[config.mk]
export PLATFORM = sky130hd
export DESIGN_NAME = mtimer_unit
export DESIGN_NICKNAME = d
export VERILOG_FILES = /design/src/rtl/mtimer_unit.sv
export SDC_FILE = /design/constraint.sdc
export NUM_CORES = 1
export LEC_CHECK = 0
export BUFFER_PORTS_ARGS = -buffer_cell sky130_fd_sc_hd__buf_2
export CORE_MARGIN = 2
export CORE_UTILIZATION = 65
export CTS_CLUSTER_SIZE = 24
export DETAILED_ROUTE_END_ITERATION = 8
export PLACE_DENSITY = 0.87
export SETUP_SLACK_MARGIN = 0.02
export SLEW_MARGIN = 20
export SYNTH_ARGS = -nofsm -noshare
export SYNTH_HDL_FRONTEND = slang
export SYNTH_SLANG_ARGS = --single-unit
[constraint.sdc]
create_clock -name clk -period 8.9 [get_ports clk]
set_clock_uncertainty 0.2 [all_clocks]
set_input_delay 1.78 -clock clk [delete_from_list [all_inputs] [get_ports clk]]
set_output_delay 1.78 -clock clk [all_outputs]
set_load 0.02 [all_outputs]
[src/rtl/mtimer_unit.sv]
module mtimer_unit #(
  parameter int          HART_ID = 0,
  parameter logic [31:0] RST_KEY = 32'h8000_0A5F
) (
  input  logic        clk,
  input  logic        rst_n,
  input  logic        aux_tick,
  input  logic        debug_halt,
  input  logic        req_valid,
  input  logic        req_write,
  input  logic        req_priv_s,
  input  logic [15:0] req_addr,
  input  logic [31:0] req_wdata,
  output logic [31:0] rsp_rdata,
  output logic        irq_timer,
  output logic        irq_msw,
  output logic        irq_ssw,
  output logic        core_rst_req
);
  localparam int TW = 64;
  localparam logic [15:0] A_CNT_LO = 16'h0000;
  localparam logic [15:0] A_CNT_HI = 16'h0004;
  localparam logic [15:0] A_CMP_LO = 16'h0008;
  localparam logic [15:0] A_CMP_HI = 16'h000C;
  localparam logic [15:0] A_SACC   = 16'h0FEC;
  localparam logic [15:0] A_SRST   = 16'h0FF0;
  localparam logic [15:0] A_SSW    = 16'h0FF4;
  localparam logic [15:0] A_CTL    = 16'h0FF8;
  localparam logic [15:0] A_MSW    = 16'h0FFC;
  localparam logic [15:0] W_MSW    = 16'(32'h1000 + 4 * HART_ID);
  localparam logic [15:0] W_CMP_LO = 16'(32'h5000 + 8 * HART_ID);
  localparam logic [15:0] W_CMP_HI = 16'(32'h5004 + 8 * HART_ID);
  localparam logic [15:0] W_CNT_LO = 16'hCFF8;
  localparam logic [15:0] W_CNT_HI = 16'hCFFC;
  localparam logic [15:0] W_SSW    = 16'(32'hD000 + 4 * HART_ID);

  logic [TW-1:0] cnt_q, cmp_q;
  logic [4:0]    ctl_q;
  logic          msw_q, ssw_q, sacc_q, pend_q, rst_q;

  logic granted, wr, rd;
  logic s_cnt_lo, s_cnt_hi, s_cmp_lo, s_cmp_hi, s_msw, s_ssw;
  logic cnt_wr, cmp_wr, tick, ge;

  assign granted  = req_valid & (~req_priv_s | sacc_q);
  assign wr       = granted & req_write;
  assign rd       = granted & ~req_write;

  assign s_cnt_lo = (req_addr == A_CNT_LO) | (req_addr == W_CNT_LO);
  assign s_cnt_hi = (req_addr == A_CNT_HI) | (req_addr == W_CNT_HI);
  assign s_cmp_lo = (req_addr == A_CMP_LO) | (req_addr == W_CMP_LO);
  assign s_cmp_hi = (req_addr == A_CMP_HI) | (req_addr == W_CMP_HI);
  assign s_msw    = (req_addr == A_MSW)    | (req_addr == W_MSW);
  assign s_ssw    = (req_addr == A_SSW)    | (req_addr == W_SSW);

  assign cnt_wr = wr & (s_cnt_lo | s_cnt_hi);
  assign cmp_wr = wr & (s_cmp_lo | s_cmp_hi);
  assign tick   = ~ctl_q[0] & ~(ctl_q[3] & debug_halt) & (~ctl_q[2] | aux_tick);
  assign ge     = cnt_q >= cmp_q;

  always_ff @(posedge clk) begin
    if (!rst_n) begin
      cnt_q <= '0;
    end else if (cnt_wr) begin
      if (s_cnt_lo) cnt_q[31:0]  <= req_wdata;
      else          cnt_q[63:32] <= req_wdata;
    end else if (tick) begin
      cnt_q <= (ctl_q[1] && ge) ? '0 : cnt_q + 1'b1;
    end
  end

  always_ff @(posedge clk) begin
    if (!rst_n) begin
      cmp_q  <= '1;
      pend_q <= 1'b0;
    end else begin
      if (cmp_wr) begin
        if (s_cmp_lo) cmp_q[31:0]  <= req_wdata;
        else          cmp_q[63:32] <= req_wdata;
        pend_q <= 1'b0;
      end else if (tick && !cnt_wr && ctl_q[1] && ge) begin
        pend_q <= 1'b1;
      end
    end
  end

  always_ff @(posedge clk) begin
    if (!rst_n) begin
      ctl_q  <= '0;
      msw_q  <= 1'b0;
      ssw_q  <= 1'b0;
      sacc_q <= 1'b0;
      rst_q  <= 1'b0;
    end else begin
      rst_q <= wr && req_addr == A_SRST && req_wdata == RST_KEY;
      if (wr && req_addr == A_CTL)                 ctl_q  <= req_wdata[4:0];
      if (wr && s_msw)                             msw_q  <= req_wdata[0];
      if (wr && s_ssw)                             ssw_q  <= req_wdata[0];
      if (wr && !req_priv_s && req_addr == A_SACC) sacc_q <= req_wdata[0];
    end
  end

  always_comb begin
    rsp_rdata = '0;
    if (rd) begin
      if (s_cnt_lo)                rsp_rdata = cnt_q[31:0];
      else if (s_cnt_hi)           rsp_rdata = cnt_q[63:32];
      else if (s_cmp_lo)           rsp_rdata = cmp_q[31:0];
      else if (s_cmp_hi)           rsp_rdata = cmp_q[63:32];
      else if (s_msw)              rsp_rdata = {31'd0, msw_q};
      else if (s_ssw)              rsp_rdata = {31'd0, ssw_q};
      else if (req_addr == A_CTL)  rsp_rdata = {27'd0, ctl_q};
      else if (req_addr == A_SACC) rsp_rdata = {31'd0, sacc_q};
    end
  end

  assign irq_timer    = ge | pend_q;
  assign irq_msw      = msw_q;
  assign irq_ssw      = ssw_q;
  assign core_rst_req = rst_q;
endmodule

==> impl_metrics.csv, run 1 <==
group,metric,value,unit
pwr,cellLeakagePower,0.00455,uW
yosys,synth_ff_type,"dfxtp_1",
setup_path,crit_path_max_fanout,20,
drt,routed_wl,30700,um
drt,wire_per_inst,21.3,um
finish,final_nets,1367,
clocking,htree_levels,4,
placed_design,dp.cells,1408,
sta,post-route-min-period,6.38,ns
yosys,syn_area_per_cell,7.65,um^2
floorplan,dieArea,0.0151,mm^2
yosys,synth_area,0.00918,mm^2
floorplan,core,0.0138,mm^2
global_route,grt_pass1_wl,48600,um
setup_path,worst-r2r-cell-count,9,
sta,grt_setup_unrepaired,"false",
finish,area_delta_synth_final,11.5,%
finish,mostFrequentLayoutCells,"179 x nand2_1, 138 x dfxtp_1, 90 x buf_2",
placed_design,place_hpwl,21000,um
clocking,clock-sinks,138,
clocking,cts_inserted_buffers,17,
setup_path,critPathRequiredTime,6.92,ns
sta,hold_viol,0,
yosys,ys_ff_latch,138,
finish,final_common_cell,"nand2_1",
worst_hold_path,holdPathStages,1,
floorplan,die-height,123,um
floorplan,rows,43,
yosys,yosys.area_share.adder,8.86,%
sta,tns,0,ns
global_route,track_usage,41.1,%
setup_path,worstSetupPathType,"input port to output port",
finish,final_cells,1440,
global_route,grt_pass1_vias,9680,
worst_hold_path,hold_end,"pend_q",
yosys,synth_edf_count,0,
setup_path,crit_path_start_kind,"input port",
setup_path,reg2reg_from,"cnt_q[43]",
drt,vias_per_cell,7.15,
yosys,synth_compound_area_share,28.6,%
drt,initialDrtViolationCount,1708,
pwr,power_density,135,mW/mm^2
sta,fmax,0.157,GHz
setup_path,critPathArrivalTime,4.40,ns
placed_design,io_buffers,90,
clocking,cts_tree,"done",
floorplan,die_x,123,um
finish,diodes,0,
yosys,syn_inst,1200,
floorplan,start_util,66.4,%
yosys,synth_nets,1320,
placed_design,dp_slack,2.63,ns
yosys,synth_mux_area_share,1.09,%
clocking,clk_path_buf_depth,2,
setup_path,max_stage_delay,0.93,ns
global_route,grt_max_degree,63,
sta,tightest_slew,1.17,ns
drt,vias,10300,
outcome,status,"finished, final reports clean",
global_route,antenna_found_initial,0,
yosys,synth_top_family_by_area,"compound AO/OA/AOI/OAI gates",
yosys,synth_simple_gate_area_share,24.9,%
global_route,overflow,0,
drt,firstDrtPassIters,7,
clocking,cts_root_buf,"clkbuf_16",
setup_path,cp_cell_sequence,"buf_2, nor4_1, and3_1, and3_1, a211oi_1, a221o_1, a21oi_1, buf_2",
sta,slew_viol_final,0,
clocking,postCtsSetupRepairBufs,0,
sta,setup_viol,0,
setup_path,reg2reg_slack,4.33,ns
yosys,yosysSeqAreaShare,30.1,%
yosys,async_flop_share,0,%
sta,finalCritPeriodShare,71.7,%
clocking,post_cts_resized,0,
clocking,clkLatencyLatePin,0.43,ns
worst_hold_path,hold_class,"flop to flop",
clocking,clk_pin_slew,0.06,ns
sta,relSlewSlack,21.7,%
setup_path,slowest_stage,"and3_1",
setup_path,end_kind,"output port",
sta,setup_slack,2.52,ns
setup_path,r2r-end,"cnt_q[52]",
run,maxCapViolations,0,
yosys,synthXorXnorAreaFrac,0,%
yosys,yosysWarnings,0,
floorplan,io_pins,91,
finish,drive_gt1_share,11.9,%
drt,ant_nets,0,
worst_hold_path,hold_start,"pend_q",
placed_design,gp_congestion,0.984,
drt,route.detailed.drc,0,
yosys,synth_cell_types,68,
pwr,peakVddDrop,0.138,mV
clocking,hold_buffers,0,
## routing by layer
metal  track usage [%]  vias up  wire length, um  share of wire [%]
met5                 0        -                0                  0
met4              22.3        0             1570                5.1
met3              11.4      150             3900                 13
met2              63.4      765            13500                 44
met1              52.0     4756            11700                 38
li1                  -     4629                -                  -
## flip-flops by register name, indices dropped and copies added, names as in the netlist
| name | flops |
|---|---|
| cmp_q | 64 |
| irq_ssw | 1 |
| cnt_q | 64 |
| ctl_q | 5 |
| core_rst_req | 1 |
| irq_msw | 1 |
| pend_q | 1 |
| sacc_q | 1 |
## cell type report
type / count / area (um^2)
clock buffer: 22 / 454
clock inverter: 10 / 100
fill: 1080 / 3600
inverter: 76 / 285
multi-input combinational: 911 / 5850
sequential: 138 / 2760
tap: 180 / 225
timing repair buffer: 103 / 548
## critical path: cells and delay by family
family,cells,cell delay [ns]
buffers and inverters,2,0.30
and+or+nand+nor,3,1.63
AOI/OAI and AO/OA,3,0.67
## kinds of logic after synthesis
group,Yosys count
flip-flops,138
adder cells (fa/ha/maj),65
AO/OA/AOI/OAI,372
AND/OR/NAND/NOR,464
multiplexers,10
buffers and inverters,151
## worst max path at each step
stage | start | endpoint | slack [ns]
after floorplan | req_addr[1] | rsp_rdata[0] | 3.13
after CTS | req_addr[7] | rsp_rdata[0] | 2.62
after global routing | req_addr[7] | rsp_rdata[0] | 2.44
after global placement | req_addr[7] | rsp_rdata[0] | 2.73
after detailed placement | req_addr[7] | rsp_rdata[0] | 2.63
final | req_addr[7] | rsp_rdata[0] | 2.52
## synth_stat cells, drive strengths merged (29+ instances only)
cell | count | area share [%]
a21oi | 76 | 4.1
nor3 | 39 | 2.1
a22oi | 33 | 2.7
nand2 | 180 | 7.4
a221o | 30 | 3.3
inv | 76 | 3.1
nor2 | 56 | 2.3
and3 | 29 | 2.0
o211ai | 70 | 5.7
o21ai | 62 | 3.4
dfxtp | 138 | 30
nand3 | 57 | 3.1
ha | 65 | 8.9
clkbuf | 64 | 2.6
## through the flow
stage	utilization, %	cell area (um^2)	hold slack (ns)	total power (uW)
3_5_place_dp	69.9	9660	0.280	705
4_1_cts	73.9	10200	0.293	1370
2_1_floorplan	-	9180	0.255	669
3_3_place_gp	69.9	9660	0.265	704
6_report	74.0	10200	0.293	1380
5_1_grt	74.0	10200	0.314	1410
## power by group
part           switching (uW)  leakage [uW]  total [uW]  internal [uW]
logic                    49.9       0.00316        72.1           22.2
registers                4.06       0.00111         624            620
clock network             270      0.000281         686            415
Note: power is estimated with default switching activity, not from simulation.
==> inputs of run 2 (changes only) <==
- ABC_AREA: not set -> 1
- CORE_UTILIZATION: 65 -> 62
- PLACE_DENSITY: 0.87 -> 0.82
- clock period: 8.9 -> 6.35 ns (I/O delays scaled with it)
==> run 2 against run 1 <==
Worst hold slack lost 0.041 ns; core utilization shrank 5.1 points; area after synthesis grew 19%; sequential power grew 40%; largest power group unchanged; critical endpoint is now rsp_rdata[26]; routed wire length grew 20%; synthesized cell count grew 47%; sequential cell count is the same; sequential share of layout area shrank 3.7 points; register-to-register slack lost 1.2 ns.
==> impl_metrics.csv, run 2 <==
group,metric,value,unit
outcome,status,"finished, final reports clean",
setup_path,reg2reg_slack,3.15,ns
pwr,power_density,162,mW/mm^2
placed_design,placed_area,0.0113,mm^2
pwr,power,1930,uW
yosys,synth_simple_gate_area_share,32.8,%
global_route,antenna_found_initial,0,
setup_path,worstSetupPathType,"input port to output port",
yosys,synth_nets,1888,
yosys,synth_top_family_by_area,"simple AND/OR/NAND/NOR gates",
sta,grt_setup_unrepaired,"false",
sta,tightest_slew,1.11,ns
setup_path,crit_top_cell,"buf_2",
placed_design,gp_congestion,1.05,
drt,vias_per_cell,5.98,
finish,final_common_cell,"nand2_1",
clocking,post_cts_resized,0,
clocking,clk_path_buf_depth,2,
yosys,yosysWarnings,0,
placed_design,dp.cells,2014,
setup_path,r2r-end,"cnt_q[14]",
yosys,syn_inst,1768,
yosys,yosysTopAreaCellShare,25.4,%
floorplan,start_util,63.1,%
clocking,cts_inserted_buffers,17,
drt,vias,12200,
setup_path,critPathCapture,"rsp_rdata[26]",
worst_hold_path,holdPathStages,2,
setup_path,critPathArrivalTime,4.23,ns
setup_path,worst-r2r-cell-count,7,
clocking,postCtsSetupRepairBufs,0,
finish,stdcell_area,0.0119,mm^2
floorplan,io_pins,91,
setup_path,reg2reg_from,"sacc_q",
clocking,htree_levels,4,
placed_design,io_buffers,90,
setup_path,crit_path_max_fanout,36,
drt,ant_nets,0,
yosys,yosysMostFrequentCell,"nand2_1",
drt,firstDrtPassIters,7,
sta,holdWs,0.251,ns
finish,diodes,0,
yosys,synthTopCellsByCount,"412 x nand2_1, 259 x nor2_1, 194 x inv_1",
setup_path,startpoint,"req_addr[1]",
setup_path,crit_path_start_kind,"input port",
global_route,grt_pass1_wl,57700,um
sta,fmax,0.175,GHz
yosys,synth_ff_type,"dfxtp_1",
global_route,grt_max_degree,122,
drt,route.detailed.drc,0,
yosys,synthXorXnorAreaFrac,3.06,%
clocking,cts_root_buf,"clkbuf_16",
yosys,synth_compound_area_share,20.7,%
sta,relSlewSlack,25.4,%
yosys,yosys.area_share.adder,7.48,%
sta,hold_viol,0,
global_route,grt_pass1_vias,11000,
sta,finalCritPeriodShare,89.8,%
sta,setup_viol,0,
pwr,peakVddDrop,0.194,mV
sta,slew_viol_final,0,
clocking,clkLatencyLatePin,0.44,ns
yosys,ys_ff_latch,138,
finish,drive_gt1_share,9.55,%
floorplan,rows,48,
global_route,track_usage,39.7,%
yosys,synth_top_area_cell,"dfxtp_1",
finish,mostFrequentLayoutCells,"410 x nand2_1, 257 x nor2_1, 193 x inv_1",
global_route,overflow,0,
floorplan,dieArea,0.0186,mm^2
drt,wire_per_inst,17.9,um
setup_path,cp_cell_sequence,"buf_2, nor2_4, nand3_2, nor2_2, nand2_1, nand2_4, clkinv_1, o21ai_0, a21oi_1, buf_2",
clocking,clk_pin_slew,0.06,ns
setup_path,end_kind,"output port",
finish,final_nets,1929,
floorplan,core,0.0172,mm^2
yosys,synth_cell_types,40,
clocking,cts_tree,"done",
setup_path,slowest_stage,"clkinv_1",
sta,tns,0,ns
yosys,synth_mux_area_share,0,%
clocking,clock-sinks,138,
clocking,hold_buffers,0,
placed_design,place_hpwl,26200,um
finish,final_cells,2047,
setup_path,max_stage_delay,1.03,ns
setup_path,critPathRequiredTime,4.88,ns
drt,initialDrtViolationCount,1495,
drt,routed_wl,36700,um
yosys,synth_area,0.0109,mm^2
floorplan,die_x,136,um
pwr,cellLeakagePower,0.00557,uW
worst_hold_path,hold_class,"flop to flop",
yosys,syn_area_per_cell,6.15,um^2
floorplan,die-height,136,um
sta,post-route-min-period,5.70,ns
yosys,synth_edf_count,0,
yosys,synth_area_leaders,"dfxtp_1 25%, nand2_1 14%, nor2_1 8.9%",
yosys,async_flop_share,0,%
finish,area_delta_synth_final,9.19,%
run,maxCapViolations,0,
yosys,yosysSeqAreaShare,25.4,%
finish,reg_top3,"cmp_q x64, cnt_q x64, ctl_q x5",
run 2: cell count changes after synthesis, moves of 32 or more:
cell and delta:
inv_1 +118, o21ai_0 +62, a22oi_1 -33, nor2_1 +205
xor2_1 +32, a21oi_1 +107, nand2_1 +233
run 2: per-stage QoR:
step / worst slack [ns] / util [%]
after detailed placement: 1.23 / 65.4
final: 0.650 / 68.9
after global placement: 1.33 / 65.4
after floorplan: 2.21 / -
after global routing: 0.463 / 68.9
after CTS: 1.22 / 68.7
run 2: cell type report:
class / instances / area (um^2)
Clock buffer: 19 / 453
Clock inverter: 13 / 110
Fill cell: 1593 / 5360
Inverter: 199 / 748
Multi-Input combinational cell: 1356 / 6990
Sequential cell: 138 / 2760
Tap cell: 225 / 282
Timing Repair Buffer: 97 / 529
run 2: worst max-delay path, delay by kind of cell:
family	cells	cell delay, ns
buffers and inverters	3	1.31
and+or+nand+nor	5	1.00
AOI/OAI and AO/OA	2	0.64
run 2: routing by layer:
layer  share of wire [%]  global-route usage, %  up-vias  routed length (um)
met2                  46                   65.0      627               17000
met3                 8.5                   7.01       94                3100
met5                   0                      0        -                   0
met1                  42                   53.0     5610               15500
met4                 2.8                   12.9        0                1030
li1                    -                      -     5902                   -
run 2: power breakdown:
group          total [uW]  switching, uW  leakage [uW]  internal [uW]
clock                 968            440      0.000267            528
combinational        89.7           61.1       0.00419           28.7
sequential            871           4.02       0.00111            867
run 2: cell families after synthesis:
| kind of cell | after synthesis |
|---|---|
| AO/OA/AOI/OAI | 407 |
| XOR/XNOR | 38 |
| adder cells (fa/ha/maj) | 65 |
| buffers and inverters | 274 |
| flip-flops | 138 |
| AND/OR/NAND/NOR | 846 |
run 2: how the worst min path moves through the flow:
| stage | startpoint | endpoint | slack (ns) |
|---|---|---|---|
| floorplan | ctl_q[4] | ctl_q[4] | 0.22 |
| global placement | ctl_q[4] | ctl_q[4] | 0.24 |
| CTS | ctl_q[4] | ctl_q[4] | 0.25 |
| detailed placement | ctl_q[4] | ctl_q[4] | 0.25 |
| finish | ctl_q[4] | ctl_q[4] | 0.25 |
| global route | ctl_q[4] | ctl_q[4] | 0.28 |
==> inputs of run 3 (changes only) <==
- BUFFER_PORTS_ARGS: -buffer_cell sky130_fd_sc_hd__buf_2 -> not set
- CORE_UTILIZATION: 62 -> 66
- DONT_BUFFER_PORTS: not set -> 1
==> run 3 against run 2 <==
Core utilization is 2.4 points higher; combinational power is 39% lower; highest routed layer unchanged; sequential cell count unchanged; clock power rose by 1%; sequential power hardly changed; via count fell by 1.7%.
==> impl_metrics.csv, run 3 (synthesis results as in run 2) <==
group,metric,value,unit
outcome,status,"finished, final reports clean",
finish,drive_gt1_share,4.74,%
pwr,switchingPower,449,uW
setup_path,crit_path_start_kind,"input port",
sta,fmax,0.205,GHz
pwr,power,1900,uW
clocking,post_cts_resized,0,
sta,setup_viol,0,
finish,final_common_cell,"nand2_1",
sta,tightest_slew,0.990,ns
clocking,clkLatencyLatePin,0.44,ns
setup_path,cp_cell_sequence,"nor2_1, nand3_2, nor2_1, nand3b_1, nand2_2, buf_4, nand2_1, o21ai_0, nand2_1, a21oi_1",
sta,tns,0,ns
drt,ant_nets,0,
pwr,power_density,167,mW/mm^2
drt,vias_per_cell,6.18,
clocking,hold_buffers,0,
clocking,postCtsSetupRepairBufs,0,
pwr,swShare,23.6,%
placed_design,dp_slack,1.36,ns
drt,initialDrtViolationCount,1516,
pwr,p_int,1460,uW
floorplan,die-height,132,um
finish,stdcell_area,0.0114,mm^2
drt,wl_met1,15000,um
setup_path,slowest_stage,"nand2_2",
pwr,clkPwrFrac,51.4,%
drt,met3_length,3540,um
floorplan,rows,46,
global_route,track_usage,40.8,%
setup_path,critPathArrivalTime,3.40,ns
setup_path,crit_path_max_fanout,36,
pwr,cellLeakagePower,0.00515,uW
placed_design,placed_area,0.0108,mm^2
drt,route.met2.wl,16200,um
setup_path,max_stage_delay,0.56,ns
worst_hold_path,hold_class,"flop to flop",
clocking,clk_path_buf_depth,2,
pwr,comb_power_share,2.9,%
floorplan,core,0.0160,mm^2
run,maxCapViolations,0,
clocking,cts_tree,"done",
sta,hold_viol,0,
floorplan,die_x,132,um
setup_path,crit_buf_inv,1,
finish,final_nets,1839,
setup_path,cpLargestDelayFamily,"simple AND/OR/NAND/NOR gates",
placed_design,io_buffers,0,
drt,wire_per_inst,18.4,um
clocking,cts_inserted_buffers,17,
sta,post-route-min-period,4.87,ns
global_route,grt_max_degree,138,
floorplan,io_pins,91,
finish,diodes,0,
clocking,cts_root_buf,"clkbuf_16",
global_route,grt_pass1_wl,57500,um
global_route,overflow,0,
finish,reg_top3,"cmp_q x64, cnt_q x64, ctl_q x5",
setup_path,worstSetupPathType,"input port to output port",
floorplan,dieArea,0.0175,mm^2
sta,setup_slack,1.48,ns
drt,vias,12000,
setup_path,critPathRequiredTime,4.88,ns
clocking,htree_levels,4,
placed_design,place_hpwl,25700,um
sta,relSlewSlack,33.8,%
setup_path,end_kind,"output port",
clocking,clk_pin_slew,0.06,ns
finish,mostFrequentLayoutCells,"410 x nand2_1, 257 x nor2_1, 193 x inv_1",
pwr,peakVddDrop,0.196,mV
global_route,grt_pass1_vias,11000,
sta,finalCritPeriodShare,76.8,%
drt,route.detailed.drc,0,
pwr,seqPwrFrac,45.7,%
clocking,clock-sinks,138,
global_route,antenna_found_initial,0,
sta,grt_setup_unrepaired,"false",
finish,fillers,1412,
drt,routed_wl,35900,um
floorplan,start_util,68.0,%
sta,slew_viol_final,0,
finish,area_delta_synth_final,4.84,%
drt,route.top_layer_used,"met4",
placed_design,gp_congestion,1.04,
drt,firstDrtPassIters,6,
## run 3: cell count changes in the layout (fill, tap and decap cells not counted), sizes merged
cell	change
buf	-90
bufinv	+2
inv	-3
clkbuf	-1
## run 3: path summary, 6_finish.rpt
check | from | cells past startpoint | end | slack (ns)
worst min-delay path | ctl_q[4] | 2 | ctl_q[4] | 0.25
worst max-delay path | req_addr[8] | 10 | rsp_rdata[8] | 1.48
worst max register to register | cnt_q[0] | 17 | cnt_q[43] | 3.29
worst min register to register | ctl_q[4] | 2 | ctl_q[4] | 0.25
## run 3: stage by stage
step	util, %	hold WS, ns	std cells
3_5_place_dp	67.6	0.237	1915
4_1_cts	71.1	0.247	1945
6_report	71.3	0.252	1946
3_3_place_gp	67.6	0.234	1915
5_1_grt	71.3	0.287	1946
2_1_floorplan	-	0.224	1768
## run 3: area by class of cell
class	count	area, um^2	share of cell area [%]
Clock buffer	18	429	3.76
Timing Repair Buffer	7	72.6	0.636
Inverter	199	748	6.56
Clock inverter	12	129	1.13
Tap cell	216	270	2.37
Multi-Input combinational cell	1356	6990	61.3
Sequential cell	138	2760	24.2
## run 3: metal layers
metal,vias to the layer above,GRT usage (%)
met2,734,65.2
met5,-,0
met1,5453,54.2
met4,0,15.8
li1,5720,-
met3,117,8.11
## run 3: worst reg2reg max path, stage by stage, from the launching register on
cell and delay [ns]:
dfxtp_1 0.47, inv_1 0.14, ha_1 0.31, nand2_1 0.06, nor2_1 0.04, nor2_1 0.07, nand2_1 0.08, nand2_1 0.07
nand2_1 0.10, nand2_1 0.08, nand2_1 0.13, nand2_1 0.10, nand2_1 0.09, nand2_1 0.09, nand2_1 0.10, nand2_4 0.51
nand2_1 0.16, a21oi_1 0.17
## run 3: power by group through the flow
stage          logic (uW)  clock network, uW  registers [uW]
6_report             54.5                979             871
5_1_grt              61.5               1010             871
4_1_cts              53.7                970             871
3_5_place_dp         52.8                  0             890
3_3_place_gp         50.7                  0             890
2_1_floorplan        50.5                  0             889
